`src/rtl/lm_pkg.sv`:
```
package lm_pkg;
  localparam int CW       = 8;
  localparam int SEG_W    = 2 * CW;
  localparam int N_PORTS  = 4;
  localparam int N_LAYERS = 4;
  localparam int N_SLOTS  = 4;
  localparam int MODE_W   = 3;
  localparam int CNT_W    = $clog2(N_LAYERS);
  localparam int SL_W     = $clog2(N_SLOTS);
  localparam int SCALE_NUM = 181;
  localparam int SCALE_SH  = 8;
  localparam int PROD_W    = 2 * CW + 1;

  localparam logic [MODE_W-1:0] M_SISO = 3'b001;
  localparam logic [MODE_W-1:0] M_DIV2 = 3'b011;
  localparam logic [MODE_W-1:0] M_DIV4 = 3'b101;
  localparam logic [MODE_W-1:0] M_SPA2 = 3'b100;
  localparam logic [MODE_W-1:0] M_SPA4 = 3'b110;

  typedef logic [SEG_W-1:0] seg_t;
  typedef logic signed [CW-1:0] comp_t;

  // number of distinct segments gathered for one set
  function automatic logic [2:0] seg_needed(logic [MODE_W-1:0] m);
    case (m)
      M_SPA2:  return 3'd2;
      M_SPA4:  return 3'd4;
      default: return 3'd1;
    endcase
  endfunction

  // number of antenna ports, equal to the number of output slots
  function automatic logic [2:0] ports_used(logic [MODE_W-1:0] m);
    case (m)
      M_DIV2, M_SPA2: return 3'd2;
      M_DIV4, M_SPA4: return 3'd4;
      default:        return 3'd1;
    endcase
  endfunction

  function automatic comp_t neg_sat(comp_t v);
    if (v == {1'b1, {(CW-1){1'b0}}}) return {1'b0, {(CW-1){1'b1}}};
    return -v;
  endfunction

  function automatic comp_t scale(comp_t v);
    logic signed [PROD_W-1:0] p;
    p = $signed({{(CW+1){v[CW-1]}}, v}) * $signed(PROD_W'(SCALE_NUM));
    return p[SCALE_SH+CW-1:SCALE_SH];
  endfunction

  function automatic seg_t conj(seg_t s);
    return {s[SEG_W-1:CW], neg_sat(s[CW-1:0])};
  endfunction

  function automatic seg_t neg_conj(seg_t s);
    return {neg_sat(s[SEG_W-1:CW]), s[CW-1:0]};
  endfunction

  function automatic seg_t scale_seg(seg_t s);
    return {scale(s[SEG_W-1:CW]), scale(s[CW-1:0])};
  endfunction
endpackage

```
`src/rtl/lm_gather.sv`:
```
module lm_gather
  import lm_pkg::*;
(
  input  logic                              clk,
  input  logic                              rst_n,
  input  logic [MODE_W-1:0]                 mode,
  input  logic                              in_valid,
  input  logic [SEG_W-1:0]                  in_data,
  input  logic                              hold,
  input  logic                              clr,
  output logic                              in_ready,
  output logic                              complete,
  output logic [N_LAYERS-1:0][SEG_W-1:0]    segs,
  output logic [MODE_W-1:0]                 set_mode
);
  logic [CNT_W-1:0] cnt;
  logic             full;
  logic [2:0]       need;
  logic             take;

  assign in_ready = !full && !hold;
  assign take     = in_valid && in_ready;
  assign need     = seg_needed((cnt == '0) ? mode : set_mode);
  assign complete = full;

  always_ff @(posedge clk or negedge rst_n) begin
    if (!rst_n) begin
      cnt      <= '0;
      full     <= 1'b0;
      set_mode <= M_SISO;
      segs     <= '0;
    end else begin
      if (clr) full <= 1'b0;
      if (take) begin
        segs[cnt] <= in_data;
        if (cnt == '0) set_mode <= mode;
        if (3'(cnt) == need - 3'd1) begin
          cnt  <= '0;
          full <= 1'b1;
        end else begin
          cnt <= cnt + 1'b1;
        end
      end
    end
  end
endmodule

```
`src/rtl/lm_precode.sv`:
```
module lm_precode
  import lm_pkg::*;
(
  input  logic                                     complete,
  input  logic                                     hold,
  input  logic [N_LAYERS-1:0][SEG_W-1:0]           segs,
  input  logic [MODE_W-1:0]                        set_mode,
  output logic                                     clr,
  output logic [N_SLOTS-1:0][N_PORTS*SEG_W-1:0]    slot_data,
  output logic [N_SLOTS-1:0][N_PORTS-1:0]          slot_mask,
  output logic [2:0]                               slot_cnt
);
  logic [N_LAYERS-1:0][SEG_W-1:0] layer;
  logic [2:0] np;
  logic       shared;

  assign clr = complete && !hold;

  // layer mapping: one segment copied to all layers, or one per layer
  assign np     = ports_used(set_mode);
  assign shared = (seg_needed(set_mode) == 3'd1);

  genvar gl;
  generate
    for (gl = 0; gl < N_LAYERS; gl++) begin : g_layer
      assign layer[gl] = shared ? segs[0] : segs[gl];
    end
  endgenerate

  // precoding: each layer pair becomes two slots on a pair of ports
  always_comb begin
    int pa, pb, s0;
    slot_data = '0;
    slot_mask = '0;
    slot_cnt  = np;
    pa = 0;
    pb = 0;
    s0 = 0;
    if (np == 3'd1) begin
      slot_data[0][SEG_W-1:0] = layer[0];
      slot_mask[0][0]         = 1'b1;
    end else begin
      for (int pr = 0; pr < N_LAYERS / 2; pr++) begin
        if (pr == 0 || np == 3'd4) begin
          pa = pr;
          pb = (np == 3'd4) ? pr + 2 : 1;
          s0 = 2 * pr;
          slot_data[s0][pa*SEG_W +: SEG_W]   = scale_seg(layer[2*pr]);
          slot_data[s0][pb*SEG_W +: SEG_W]   = scale_seg(neg_conj(layer[2*pr+1]));
          slot_data[s0+1][pa*SEG_W +: SEG_W] = scale_seg(layer[2*pr+1]);
          slot_data[s0+1][pb*SEG_W +: SEG_W] = scale_seg(conj(layer[2*pr]));
          slot_mask[s0][pa]   = 1'b1;
          slot_mask[s0][pb]   = 1'b1;
          slot_mask[s0+1][pa] = 1'b1;
          slot_mask[s0+1][pb] = 1'b1;
        end
      end
    end
  end
endmodule

```
`src/rtl/lm_drain.sv`:
```
module lm_drain
  import lm_pkg::*;
(
  input  logic                                     clk,
  input  logic                                     rst_n,
  input  logic                                     load,
  input  logic [N_SLOTS-1:0][N_PORTS*SEG_W-1:0]    slot_data,
  input  logic [N_SLOTS-1:0][N_PORTS-1:0]          slot_mask,
  input  logic [2:0]                               slot_cnt,
  input  logic                                     out_ready,
  output logic                                     busy,
  output logic [N_PORTS-1:0]                       out_valid,
  output logic [N_PORTS*SEG_W-1:0]                 out_data
);
  logic [N_SLOTS-1:0][N_PORTS*SEG_W-1:0] data_q;
  logic [N_SLOTS-1:0][N_PORTS-1:0]       mask_q;
  logic [SL_W-1:0]                       idx;
  logic [SL_W-1:0]                       last_q;

  always_ff @(posedge clk or negedge rst_n) begin
    if (!rst_n) begin
      data_q <= '0;
      mask_q <= '0;
      idx    <= '0;
      last_q <= '0;
      busy   <= 1'b0;
    end else if (load) begin
      data_q <= slot_data;
      mask_q <= slot_mask;
      last_q <= SL_W'(slot_cnt - 3'd1);
      idx    <= '0;
      busy   <= 1'b1;
    end else if (busy && out_ready) begin
      if (idx == last_q) busy <= 1'b0;
      else               idx  <= idx + 1'b1;
    end
  end

  assign out_valid = busy ? mask_q[idx] : '0;
  assign out_data  = busy ? data_q[idx] : '0;
endmodule

```
`src/rtl/lm_top.sv`:
```
module lm_top
  import lm_pkg::*;
(
  input  logic                       clk,
  input  logic                       rst_n,
  input  logic [MODE_W-1:0]          mode,
  input  logic                       in_valid,
  output logic                       in_ready,
  input  logic [SEG_W-1:0]           in_data,
  output logic [N_PORTS-1:0]         out_valid,
  input  logic                       out_ready,
  output logic [N_PORTS*SEG_W-1:0]   out_data
);
  logic                                  complete;
  logic                                  clr;
  logic                                  busy;
  logic [N_LAYERS-1:0][SEG_W-1:0]        segs;
  logic [MODE_W-1:0]                     set_mode;
  logic [N_SLOTS-1:0][N_PORTS*SEG_W-1:0] slot_data;
  logic [N_SLOTS-1:0][N_PORTS-1:0]       slot_mask;
  logic [2:0]                            slot_cnt;

  lm_gather u_gather (
    .clk(clk), .rst_n(rst_n), .mode(mode), .in_valid(in_valid),
    .in_data(in_data), .hold(busy), .clr(clr), .in_ready(in_ready),
    .complete(complete), .segs(segs), .set_mode(set_mode)
  );

  lm_precode u_precode (
    .complete(complete), .hold(busy), .segs(segs), .set_mode(set_mode),
    .clr(clr), .slot_data(slot_data), .slot_mask(slot_mask),
    .slot_cnt(slot_cnt)
  );

  lm_drain u_drain (
    .clk(clk), .rst_n(rst_n), .load(clr), .slot_data(slot_data),
    .slot_mask(slot_mask), .slot_cnt(slot_cnt), .out_ready(out_ready),
    .busy(busy), .out_valid(out_valid), .out_data(out_data)
  );
endmodule

```
`config.mk`:
```
export PLATFORM = sky130hd
export DESIGN_NAME = lm_top
export DESIGN_NICKNAME = d
export VERILOG_FILES = /design/src/rtl/lm_pkg.sv /design/src/rtl/lm_gather.sv /design/src/rtl/lm_precode.sv /design/src/rtl/lm_drain.sv /design/src/rtl/lm_top.sv
export SDC_FILE = /design/constraint.sdc
export NUM_CORES = 1
export LEC_CHECK = 0
export BUFFER_PORTS_ARGS = -buffer_cell sky130_fd_sc_hd__clkbuf_2
export CORE_MARGIN = 1
export CORE_UTILIZATION = 58
export CTS_CLUSTER_DIAMETER = 30
export DETAILED_ROUTE_END_ITERATION = 16
export PLACE_DENSITY = 0.76
export SLEW_MARGIN = 40
export SYNTH_ARGS = -nofsm -noshare
export SYNTH_HDL_FRONTEND = slang
export SYNTH_SLANG_ARGS = --single-unit
```
`constraint.sdc`:
```
create_clock -name clk -period 5.9 [get_ports clk]
set_input_delay 0.59 -clock clk [delete_from_list [all_inputs] [get_ports clk]]
set_output_delay 0.59 -clock clk [all_outputs]
set_load 0.02 [all_outputs]
```
After elaboration in Yosys (flattened, before gate mapping)
Index checks and enable logic that the tools add are counted.
{ "totals": {"in_bits": 23, "output_inout_bits": 69, "ff_bits": 347} }
{ "op_classes": {"n_lt_le_gt_ge": 7, "shifts": 6, "mul": 12, "n_reduce_logical": 16, "mux": 65, "eq_ne": 16, "add_sub_neg": 10} }
{ "op_table": {"columns": ["cell", "count"], "rows": [
  ["$bwmux 64", 5],
  ["$shiftx 16x33->64", 4],
  ["$mux 240", 1],
  ["$mul 8x9->16 const B", 12],
  ["$bmux 64 s2", 1],
  ["$mux 128", 1],
  ["$mux 64", 2],
  ["$shift 16x33->64 const A", 2],
  ["$mux 8", 15],
  ["$mux 16", 5],
  ["$neg 32->33", 2],
  ["$ge 32x1->1 const B", 2],
  ["$lt 32x4->1 const B", 2],
  ["$demux 16 s2", 1],
  ["$eq 8x8->1 const B", 4],
  ["$neg 8->8", 4],
  ["$eq 3x3->1 const B", 6],
  ["$mux 1", 18],
  ["$pmux 3 s2", 3],
  ["$mux 15", 1],
  ["$mux 2", 6],
  ["$bmux 4 s2", 1],
  ["$mux 4", 2],
  ["$logic_and 1x1->1", 7],
  ["17 further kinds", 25]
]} }

Depth between registers and ports, before layout
Gate-level depths: netlist (run 1).
{ "logic_depth": {"depth_word": 16, "mapped_depth": 27, "mapped_depth_nobuf": 25} }

Hierarchy
Synthesis (run 1) repeated with hierarchy kept, for this count alone.
{ "unflattened": {"hier_cells": 2815, "area_unflattened_um2": 31066.0} }
{ "by_module_without_submodules": {"columns": ["module", "area_each_um2", "cells_per_inst", "seq_area_each_um2", "n_inst"], "rows": [
  ["lm_precode", 15666.3, 1885, 0.0, 1],
  ["lm_drain", 12463.2, 757, 6931.6, 1],
  ["lm_gather", 2936.6, 173, 1752.9, 1]
]} }

Least setup slack after synthesis (run 1)
No wires, ideal clock.
{ "synth_timing": {"path_kind": "register to register", "startpoint": "register u_gather.set_mode[2]", "endpoint": "register u_drain.data_q[190] (netlist name)", "required_ns": 5.771, "t_arrival_ns": 5.739, "synth_period_minus_slack_ns": 5.868, "setup_ns": 0.129, "stages_incl_launch_ff": 26, "slack_ns": 0.032, "path_cell_list": "dfrtp_1 nor2b_1 buf_6 buf_6 buf_2 clkbuf_1 a21oi_1 ha_1 nand2b_1 a211oi_1 a21o_1 inv_1 ha_1 ha_1 inv_1 fa_1 inv_1 fa_1 ha_1 o21ai_0 nand2b_1 o211ai_4 a221o_1 a311oi_2 xor2_1 o21ai_1"} }
{ "synth_between": {"elab_chain_cells": 16} }
{ "synth_lines": {"columns": ["element", "line", "source"], "rows": [
  ["start, declared", "lm_gather.sv:14", "output logic [MODE_W-1:0] set_mode"],
  ["start signal, assigned", "lm_gather.sv:36", "if (cnt == '0) set_mode <= mode;"],
  ["$eq 3x3->1", "lm_pkg.sv:25, lm_pkg.sv:34", null],
  ["$pmux 3 s2", "lm_pkg.sv:25", "case (m)"],
  ["$eq 3x1->1", "lm_precode.sv:21", "assign shared = (seg_needed(set_mode) == 3'd1);"],
  ["$mux 16", "lm_precode.sv:26", "assign layer[gl] = shared ? segs[0] : segs[gl];"],
  ["$eq 8x8->1", "lm_pkg.sv:42", "if (v == {1'b1, {(CW-1){1'b0}}}) return {1'b0, {(CW-1){1'b1}}};"],
  ["$mux 1", "lm_pkg.sv:42", null],
  ["$mux 1", "lm_precode.sv:44", "if (pr == 0 || np == 3'd4) begin"],
  ["$mux 1", "lm_precode.sv:39", "if (np == 3'd1) begin"],
  ["$mux 8", "lm_pkg.sv:43", "return -v;"],
  ["$mux 8", "lm_precode.sv:44", null],
  ["$mux 8", "lm_precode.sv:39", null],
  ["$mul 8x9->16", "lm_pkg.sv:48", "p = $signed({{(CW+1){v[CW-1]}}, v}) * $signed(PROD_W'(SCALE_NUM));"],
  ["$shiftx 16x33->64", "lm_precode.sv:49", "slot_data[s0][pb*SEG_W +: SEG_W] = scale_seg(neg_conj(layer[2*pr+1]));"],
  ["$bwmux 64", "lm_precode.sv:49", null],
  ["$mux 128", "lm_precode.sv:44", null],
  ["$mux 240 (*)", "lm_precode.sv:39", null],
  ["end signal, assigned", "lm_drain.sv:28", "data_q <= slot_data;"],
  ["end, declared", "lm_drain.sv:15", "logic [N_SLOTS-1:0][N_PORTS*SEG_W-1:0] data_q;"]
]} }
Mark *: on every way between the ends. The rest lies on a longest branch, timed or not. The select of a mux whose other input is x is not followed.
A chain may end at the register's enable or synchronous reset.

Worst setup path after layout (run 1)
{ "layout_timing": {"startpoint": "register u_gather.set_mode[0]", "endpoint": "register u_drain.data_q[26] (netlist name)"} }
{ "layout_between": {"elab_chain_cells": 13} }
{ "layout_lines": {"columns": ["element", "line"], "rows": [
  ["parallel branches: the longest is 12 deep, another holds $mul 8x9->16", null],
  ["$mux 240 (*)", "lm_precode.sv:39"]
]} }
Every way passes the cells marked *. The select of a mux whose other input is x is not followed.

==> impl_metrics.yaml, run 1 <==
floorplanning:
  start_util_pct: 58.88
  die_area_mm2: 0.04123
  core_mm2: 0.03982
  die_w_um: 203.1
  die_y_um: 203.1
  design.portCount: 92
  rows: 73
finish:
  layout.nets: 3148
  drive_gt1_share_pct: 15.88
  syn2layout_area_growth_pct: 15.48
  fin_cells: 3096
  final_common_cell: "ha_1"
  final_cell_mix: "437 x ha_1, 373 x inv_1, 218 x dfrtp_1"
  fin_util_pct: 67.99
worst_hold_path:
  holdPathStages: 2
  min_from: "mode[1]"
  hold_class: "primary input to register"
  hold-path-endpoint: "u_gather.set_mode[1]$_DFFE_PN0P_"
timing:
  period_needed_ps: 5673
  setup_viol: 0
  slew_violations: 0
  max_freq_ghz: 0.1763
  min_period_over_period_pct: 96.16
  worst_pin_slew_ps: 885.4
  skew_ps: 18.54
  maxSlewHeadroom_pct: 40.79
  hold_ws_ps: 260.4
  report.final.hold_viol_count: 0
  fin_tns_setup_ps: 0
route:
  vias: 18120
  routed_wl_um: 62750
  drt_iter0_drc: 1262
  vias_per_cell: 5.853
  drc: 0
  ant_nets: 0
  first_pass_iters: 5
  wl_per_cell_um: 20.27
logic_synthesis:
  synth_xor_xnor_area_share_pct: 3.885
  syn_nets: 3001
  synth-simple-area-share_pct: 9.349
  syn_area_mm2: 0.02345
  synth_ff_type: "dfrtp_1"
  muxShareOfSynthArea_pct: 6.879
  yosys.area_share.adder_pct: 37.06
  synth_compound_area_share_pct: 11.83
  postSynthAreaPerCell_um2: 9.856
  yosys_warnings: 0
  ys_seq_area_share_pct: 23.70
  async_flop_share_pct: 100.0
  synth_edf_count: 0
  synth_top_family_by_area: "adder cells"
  synth_cell_types: 82
  ys_ff_latch: 222
  syn_inst: 2379
placement:
  post-dp-hpwl_um: 49230
  dp_cells: 2985
  numPortBuffers: 91
  place.gp.congestion: 0.9345
cts:
  cts_tree: "done"
  cts_made_buffers: 54
  clockBufferDepth: 3
  cts.sink_count: 222
  clock_latency_ps: 600
  h-tree-depth: 2
  clk_pin_slew_ps: 50
  root_buffer: "clkbuf_16"
grt:
  first_global_vias: 19130
  grt_pass1_wl_um: 101500
  antenna_found_initial: 3
  grt-ovfl-total: 0
  track_usage_pct: 31.57
  grt_max_degree: 70
worst_setup_path:
  cp_data_arrival_time_ps: 6160
  r2r_start: "u_gather.set_mode[0]$_DFFE_PN1P_"
  reg2reg_to: "u_drain.data_q[26]$_DFFE_PN0P_"
  r2r_cells: 23
  crit_fanout: 17
  cp.required_ps: 6380
  setup.worst_path.class: "register to register"
  r2r_slack_ps: 230
  crit_path_end_kind: "register"
  worstSetupStartpointType: "register"
flow_run:
  drv_cap: 0
outcome:
  status: "complete, no violations"
flip-flops by register name (all words and copies together) (netlist names):
register and count:
u_drain.data_q 144, u_gather.cnt 2, u_gather.set_mode 3, u_drain.busy 1, u_drain.mask_q 4, u_gather.segs 64, u_drain.idx 2, u_gather.complete 1
u_drain.last_q 1
cell usage after synthesis, types with 3 or more instances:
cell type / count / area (µm²)
buf_2: 6 / 30.03
o21bai_1: 11 / 82.58
ha_1: 440 / 5505
nor2_1: 116 / 435.4
o31ai_1: 12 / 90.09
dfrtp_1: 221 / 5530
and2_1: 34 / 212.7
xor2_1: 34 / 297.8
nand3b_1: 4 / 30.03
fa_1: 159 / 3183
o21ai_1: 14 / 70.07
nor3_1: 17 / 85.08
nand4_1: 8 / 50.05
a31oi_1: 16 / 100.1
a32o_1: 3 / 30.03
a21o_1: 30 / 225.2
a21oi_2: 5 / 43.79
o22ai_1: 3 / 18.77
clkbuf_1: 56 / 210.2
nand2b_1: 16 / 100.1
a21oi_1: 97 / 485.5
and4_1: 4 / 35.03
xnor2_1: 70 / 613.1
inv_1: 374 / 1404
mux2_2: 55 / 619.3
buf_1: 8 / 30.03
or3_1: 9 / 56.30
mux4_2: 16 / 360.4
o41ai_1: 3 / 26.28
nor2b_1: 10 / 62.56
a211oi_1: 6 / 45.04
nand3_1: 25 / 125.1
o21a_1: 11 / 82.58
o21ai_0: 91 / 455.4
a41oi_1: 5 / 43.79
nand2_1: 179 / 671.9
buf_6: 3 / 33.78
mux2i_1: 59 / 590.6
and3_1: 19 / 118.9
or2_2: 5 / 31.28
a311oi_1: 3 / 26.28
a22o_1: 72 / 630.6
a31o_2: 4 / 35.03
stage by stage:
stage	setup WS, ps	area, µm²
final	226.6	27080
after global routing	-20.39	27070
after CTS	20.02	26850
after detailed placement	61.98	24810
after global placement	246.2	24750
after floorplan	31.85	23450
area by class of cell:
type | count | area, µm²
tap | 525 | 656.9
fill | 3003 | 12750
clock inverter | 35 | 545.5
antenna | 1 | 2.502
sequential | 222 | 5563
timing repair buffer | 163 | 1057
multi-input combinational | 1710 | 16360
clock buffer | 65 | 1485
inverter | 375 | 1408
worst max-delay path by stage:
stage / start / slack (ps) / endpoint
2_1_floorplan: u_gather.set_mode[2]$_DFFE_PN0P_ / 30 / u_drain.data_q[190]$_DFFE_PN0P_
3_3_place_gp: u_gather.set_mode[0]$_DFFE_PN1P_ / 250 / u_drain.data_q[190]$_DFFE_PN0P_
3_5_place_dp: u_gather.set_mode[0]$_DFFE_PN1P_ / 60 / u_drain.data_q[30]$_DFFE_PN0P_
4_1_cts: u_gather.set_mode[0]$_DFFE_PN1P_ / 20 / u_drain.data_q[47]$_DFFE_PN0P_
5_1_grt: u_gather.set_mode[0]$_DFFE_PN1P_ / -20 / u_drain.data_q[190]$_DFFE_PN0P_
6_report: u_gather.set_mode[0]$_DFFE_PN1P_ / 230 / u_drain.data_q[26]$_DFFE_PN0P_
critical path: stages, from the launching register on:
cell,delay (ps)
dfstp_2,580
nor2b_4,80
buf_12,150
a21oi_1,330
ha_1,260
nor3b_4,250
nand2_2,140
and2_1,190
inv_1,130
ha_4,230
ha_1,280
inv_1,60
fa_1,530
inv_1,60
fa_1,470
ha_1,320
a21o_1,170
a21oi_2,190
o221ai_1,180
o211ai_2,300
nand2b_1,140
a21oi_1,210
xnor2_1,110
a22o_1,200
metal layers:
| layer | part of all wire (%) | vias to the layer above | GRT usage (%) |
|---|---|---|---|
| li1 | - | 8374 | - |
| met5 | 0.049 | - | 0 |
| met1 | 42 | 9004 | 41.84 |
| met2 | 47 | 616 | 51.50 |
| met3 | 7.6 | 122 | 7.047 |
| met4 | 3.0 | 4 | 9.721 |
cell families (layout without fill, tap and decap cells):
family / count (synthesis) / count (layout)
compound gates: 411 / 411
xor+xnor: 104 / 104
fa+ha+maj: 599 / 599
buf+inv: 448 / 638
flops: 222 / 222
mux: 133 / 133
other cells: 0 / 1
simple gates: 462 / 463
repair_timing:
action	in CTS	in global routing
hold endpoints to repair	62	0
setup buffers	0	8
resized for setup	0	40
hold buffers	1	0
endpoints found under the setup margin	0	27
Power of run 1 is left out: the tool's default activity adds up to more than one toggle a clock period on the data nets, which glitch-free logic cannot reach.
==> inputs of run 2 (changes only) <==
ABC_AREA = 1   (was not set)
CORE_UTILIZATION = 35   (was 58)
PLACE_DENSITY = 0.5   (was 0.76)
==> run 2 against run 1 <==
  * Cell count increased by 39%
  * Die area increased by 75%
  * Worst hold slack improved by 100 ps
==> impl_metrics.yaml, run 2 <==
outcome:
  status: "complete, no violations"
route:
  drc: 0
  vias_per_cell: 4.867
  ant_nets: 0
  vias: 20900
  routed_wl_um: 76010
  first_pass_iters: 5
  drt_iter0_drc: 1127
  wl_per_cell_um: 17.70
grt:
  antenna_found_initial: 1
  gr-usage-met1_pct: 28.75
  grt-ovfl-total: 0
  grt_pass1_wl_um: 120600
  track_usage_pct: 21.65
  grt_max_degree: 116
  busiest_layer: "met2"
  grt_use_met3_pct: 2.603
  first_global_vias: 21310
  met2_usage_pct: 37.09
floorplanning:
  design.portCount: 92
  rows: 97
  die_y_um: 268.9
  die_w_um: 268.9
  core_mm2: 0.07027
  start_util_pct: 35.48
  die_area_mm2: 0.07230
logic_synthesis:
  synthTopCellsByArea: "dfrtp_1 22%, ha_1 22%, fa_1 13%"
  syn_nets: 3793
  yosysMostFrequentCell: "nand2_1"
  synthTopCellsByCount: "597 x nand2_1, 578 x inv_1, 440 x ha_1"
  ys_seq_area_share_pct: 22.29
  synth_edf_count: 0
  async_flop_share_pct: 100.0
  synth_top_area_share_pct: 22.18
  ys_ff_latch: 222
  yosys_warnings: 0
  syn_area_mm2: 0.02493
  synth_ff_type: "dfrtp_1"
  postSynthAreaPerCell_um2: 7.862
  syn_inst: 3171
  yosysTopAreaCell: "dfrtp_1"
  synth_cell_types: 58
worst_setup_path:
  r2r_start: "u_gather.segs[2]$_DFFE_PN0P_"
  r2r_slack_ps: 350
  cp.required_ps: 6340
  crit_slowest_cell: "dfrtp_1"
  reg2reg_to: "u_drain.data_q[84]$_DFFE_PN0P_"
  cp_top_family: "adder cells"
  cp.buffers_inverters: 7
  worstSetupStartpointType: "register"
  slowest_delay_ps: 550
  crit_path_end_kind: "register"
  setup.worst_path.class: "register to register"
  crit_fanout: 8
  cp_data_arrival_time_ps: 5980
  r2r_cells: 25
timing:
  slew_violations: 0
  maxSlewHeadroom_pct: 49.22
  max_freq_ghz: 0.1803
  report.final.hold_viol_count: 0
  skew_ps: 19.36
  worst_pin_slew_ps: 761.6
  period_needed_ps: 5546
  setup_viol: 0
  min_period_over_period_pct: 94.00
placement:
  numPortBuffers: 91
  post-dp-hpwl_um: 60000
  dpl-instance-area_mm2: 0.02670
  place.gp.congestion: 0.8383
finish:
  largest_reg_flops: 144
  layout.nets: 3927
  nFillCells: 7288
  drive_gt1_share_pct: 10.71
  largest-register: "u_drain.data_q"
  postLayoutCellArea_mm2: 0.02903
  final_common_cell: "nand2_1"
  reg_top3: "u_drain.data_q: 144 flops, u_gather.segs: 64 flops, u_drain.mask_q: 4 flops"
  final_cell_mix: "593 x nand2_1, 577 x inv_1, 440 x ha_1"
  syn2layout_area_growth_pct: 16.42
cts:
  clockBufferDepth: 3
  cts_made_buffers: 67
  cts_setup_buffers: 0
  h-tree-depth: 3
  cts.sink_count: 222
  root_buffer: "clkbuf_16"
  clock_latency_ps: 580
  cts_tree: "done"
  clk_pin_slew_ps: 40
worst_hold_path:
  min_from: "in_data[11]"
  holdPathStages: 3
  hold-path-endpoint: "u_gather.segs[27]$_DFFE_PN0P_"
  hold_class: "primary input to register"
flow_run:
  drv_cap: 0
[run 2: changes by cell type after synthesis, moves of 54 or more]
cell	previous run	this run
a21oi_1	97	183
a22o_1	72	1
inv_1	374	578
mux2_2	55	0
mux2i_1	59	1
nand2_1	179	597
nand3_1	25	146
nor2_1	116	170
o21ai_0	91	276
xnor2_1	70	8
[run 2: per-stage QoR]
step                      utilization, %  hold slack [ps]  instances  setup slack [ps]  setup TNS [ps]
after floorplan                        -            294.4       3171             305.5               0
after global placement             37.93            457.5       4174             224.2               0
after detailed placement           37.99            461.5       4175             165.7               0
after CTS                          41.24            339.3       4293             153.6               0
after global routing               41.30            370.8       4293           -0.3304         -0.3304
final                              41.30            360.1       4294             354.2               0
[run 2: area by class of cell]
cell class | count | area, µm² | area share (%)
Tap cell | 940 | 1176 | 4.052
Clock buffer | 93 | 1937 | 6.673
Timing Repair Buffer | 141 | 903.4 | 3.112
Clock inverter | 24 | 339.1 | 1.168
Inverter | 597 | 2248 | 7.746
Antenna cell | 1 | 2.502 | 0.008621
Multi-Input combinational cell | 2276 | 16860 | 58.08
Sequential cell | 222 | 5562 | 19.16
[run 2: routing by layer]
layer  share of wire (%)  routed length [µm]  up-vias
li1                    -                   -    10610
met1                  47               35760     9870
met2                  48               36130      327
met3                 3.0                2262       90
met4                 2.4                1853        0
met5                   0                   0        -
[run 2: how the worst max path moves through the flow]
stage | start | to | slack (ps) | depth (start not counted)
after CTS | u_gather.set_mode[2]$_DFFE_PN0P_ | u_drain.data_q[191]$_DFFE_PN0P_ | 150 | 27
after global routing | u_gather.set_mode[0]$_DFFE_PN1P_ | u_drain.data_q[247]$_DFFE_PN0P_ | -0.3 | 27
after floorplan | u_gather.set_mode[0]$_DFFE_PN1P_ | u_drain.data_q[191]$_DFFE_PN0P_ | 310 | 28
final | u_gather.segs[2]$_DFFE_PN0P_ | u_drain.data_q[84]$_DFFE_PN0P_ | 350 | 25
after global placement | u_gather.set_mode[0]$_DFFE_PN1P_ | u_drain.data_q[247]$_DFFE_PN0P_ | 220 | 27
after detailed placement | u_gather.set_mode[0]$_DFFE_PN1P_ | u_drain.data_q[247]$_DFFE_PN0P_ | 170 | 27
[run 2: worst reg2reg max path: cells and delay by family, from the launching register on]
kind / cells / cell delay, ps
DFF: 1 / 550
AOI/OAI and AO/OA: 3 / 730
adders and majority gates: 6 / 2540
and+or+nand+nor: 8 / 790
xor gates and xnor gates: 1 / 300
buffers and inverters: 7 / 490
[run 2: cells by family (layout without fill, tap and decap cells)]
logic type | Yosys count | after routing | share of synthesized area [%]
and+or+nand+nor | 1045 | 1045 | 18.00
AOI/OAI and AO/OA | 606 | 606 | 13.60
DFF | 222 | 222 | 22.29
other | 0 | 1 | 0
muxes | 1 | 1 | 0.04015
xor gates and xnor gates | 25 | 25 | 0.8782
adders and majority gates | 599 | 599 | 34.85
buffers and inverters | 673 | 855 | 10.35
[run 2: what timing repair did]
| action | CTS | global route |
|---|---|---|
| gates resized for setup | 0 | 10 |
| hold endpoints to repair | 39 | 0 |
| hold buffers | 1 | 0 |
| setup endpoints to repair | 0 | 9 |
Power of run 2 is left out for the same reason.
==> inputs of run 3 (changes only) <==
CORE_UTILIZATION = 37   (was 35)
PLACE_DENSITY = 0.52   (was 0.5)
==> run 3 against run 2 <==
  * Via count down 0.20%
  * Critical path type unchanged
  * Fmax up 1.2%
  * Die area down 5.4%
  * Largest cell class unchanged
  * Sequential share of layout area up 0.058 points
  * Worst hold slack worse by 23 ps
  * Count of clock-buffer cells in the layout down 5
  * Cell count down 1.7%
  * Register-to-register slack better by 70 ps
  * First-iteration DRC count up 5.1%
  * Cell area down 0.30%
  * Global-route usage up 0.66 points
  * Critical path depth down 1
==> impl_metrics.yaml, run 3 (synthesized netlist as in run 2, its figures left out) <==
route:
  wl_met3_um: 2038
  drc: 0
  vias: 20860
  vias_per_cell: 4.941
  drt_iter0_drc: 1184
  wl_met1_um: 34860
  ant_nets: 0
  routed_wl_um: 73730
  highest_layer: "met4"
  wl_per_cell_um: 17.47
  wl_met2_um: 34980
  first_pass_iters: 7
timing:
  skew_ps: 26.63
  max_freq_ghz: 0.1825
  worst_pin_slew_ps: 904.6
  min_period_over_period_pct: 92.89
  report.final.hold_viol_count: 0
  setup_viol: 0
  slew_violations: 0
  period_needed_ps: 5480
  fin_tns_setup_ps: 0
  maxSlewHeadroom_pct: 39.33
  rsz0062_at_grt: "no"
placement:
  place.gp.congestion: 0.8678
  post-dp-hpwl_um: 58620
  numPortBuffers: 91
floorplanning:
  core_mm2: 0.06622
  die_y_um: 261.6
  die_area_mm2: 0.06842
  rows: 94
  start_util_pct: 37.65
  design.portCount: 92
  die_w_um: 261.6
worst_setup_path:
  cp.required_ps: 6360
  crit_top_cell: "ha_1"
  cp_top_family: "adder cells"
  startpoint: "u_gather.set_mode[0]$_DFFE_PN1P_"
  worstSetupStartpointType: "register"
  setup.worst_path.class: "register to register"
  crit_slowest_cell: "dfstp_2"
  crit_end: "u_drain.data_q[47]$_DFFE_PN0P_"
  cp.depth: 24
  crit_fanout: 22
  cp.buffers_inverters: 6
  crit_path_end_kind: "register"
  reg2reg_to: "u_drain.data_q[47]$_DFFE_PN0P_"
  r2r_slack_ps: 420
  slowest_delay_ps: 590
  cp_data_arrival_time_ps: 5940
  crit_path_cell_trace: "inv_6, nand2_8, buf_4, nand2_2, o21ai_2, ha_1, nand2_1, nor2_2, inv_2, nand2_2, clkinv_1, ha_1, ha_1, fa_1, inv_1, fa_1, inv_1, ha_1, a21oi_1, o21ai_0, a221oi_1, nand3_1, nand3_1, nand2_1"
  r2r_start: "u_gather.set_mode[0]$_DFFE_PN1P_"
  r2r_cells: 24
cts:
  clk_pin_slew_ps: 40
  cts_made_buffers: 66
  root_buffer: "clkbuf_16"
  clockBufferDepth: 3
  h-tree-depth: 3
  cts_tree: "done"
  cts.sink_count: 222
  clock_latency_ps: 590
grt:
  grt_pass1_wl_um: 118600
  grt_max_degree: 106
  grt-ovfl-total: 0
  first_global_vias: 21330
  antenna_found_initial: 0
  track_usage_pct: 22.31
finish:
  drive_gt1_share_pct: 10.75
  final_cell_mix: "593 x nand2_1, 577 x inv_1, 440 x ha_1"
  reg_top3: "u_drain.data_q: 144 flops, u_gather.segs: 64 flops, u_drain.mask_q: 4 flops"
  layout.nets: 3928
  diodes: 0
  final_common_cell: "nand2_1"
  largest_reg_flops: 144
  largest-register: "u_drain.data_q"
  syn2layout_area_growth_pct: 16.07
outcome:
  status: "complete, no violations"
flow_run:
  drv_cap: 0
worst_hold_path:
  min_from: "in_data[8]"
  hold_class: "primary input to register"
  holdPathStages: 3
## run 3: cell types whose count changed in the layout (fill, tap and decap cells not counted), moves of 2 or more
cell	before	now
inv_6	1	6
clkbuf_8	12	9
buf_6	4	1
bufinv_16	7	9
buf_4	42	48
inv_4	3	1
clkinv_16	0	2
clkbuf_16	69	66
## run 3: worst register-to-register path: stages (launching register included)
cell,delay (ps)
dfstp_2,590
inv_6,90
nand2_8,180
buf_4,190
nand2_2,70
o21ai_2,150
ha_1,210
nand2_1,120
nor2_2,190
inv_2,70
nand2_2,160
clkinv_1,120
ha_1,310
ha_1,320
fa_1,550
inv_1,60
fa_1,520
inv_1,40
ha_1,350
a21oi_1,270
o21ai_0,150
a221oi_1,360
nand3_1,150
nand3_1,110
nand2_1,50
## run 3: metal layers
| layer | vias to the layer above | track usage [%] |
|---|---|---|
| met5 | - | 0 |
| met4 | 0 | 6.379 |
| met3 | 93 | 2.545 |
| met2 | 319 | 38.05 |
| met1 | 9838 | 29.61 |
| li1 | 10610 | - |
## run 3: cell type report
cell class / count / area (µm²)
Fill cell: 6825 / 37280
Clock inverter: 31 / 481.7
Timing Repair Buffer: 143 / 887.1
Sequential cell: 222 / 5562
Clock buffer: 88 / 1824
Multi-Input combinational cell: 2276 / 16850
Tap cell: 864 / 1081
Inverter: 597 / 2248
## run 3: timing repair
item | in CTS | in global routing
setup endpoints to repair | 0 | 11
setup buffers | 0 | 1
endpoints found under the hold margin | 41 | 0
hold buffers | 1 | 0
gates resized for setup | 0 | 9
## run 3: worst min-delay path by stage
stage / to / slack [ps]
floorplan: u_drain.busy$_DFFE_PN0P_ / 290
global placement: u_drain.mask_q[0]$_DFFE_PN0P_ / 450
detailed placement: u_drain.mask_q[0]$_DFFE_PN0P_ / 460
CTS: u_gather.set_mode[0]$_DFFE_PN1P_ / 320
global route: u_gather.segs[26]$_DFFE_PN0P_ / 350
finish: u_gather.segs[24]$_DFFE_PN0P_ / 340
## run 3: through the flow
step	worst slack [ps]	util, %	cell area, µm²	hold WS (ps)	std cells
detailed placement	132.3	40.12	26560	457.8	4099
floorplan	305.5	-	24930	294.4	3171
finish	419.6	43.70	28940	337.1	4221
global route	2.097	43.70	28940	345.5	4221
global placement	214.5	40.10	26550	454.0	4099
CTS	120.7	43.61	28880	318.3	4219
Power of run 3 is left out for the same reason.
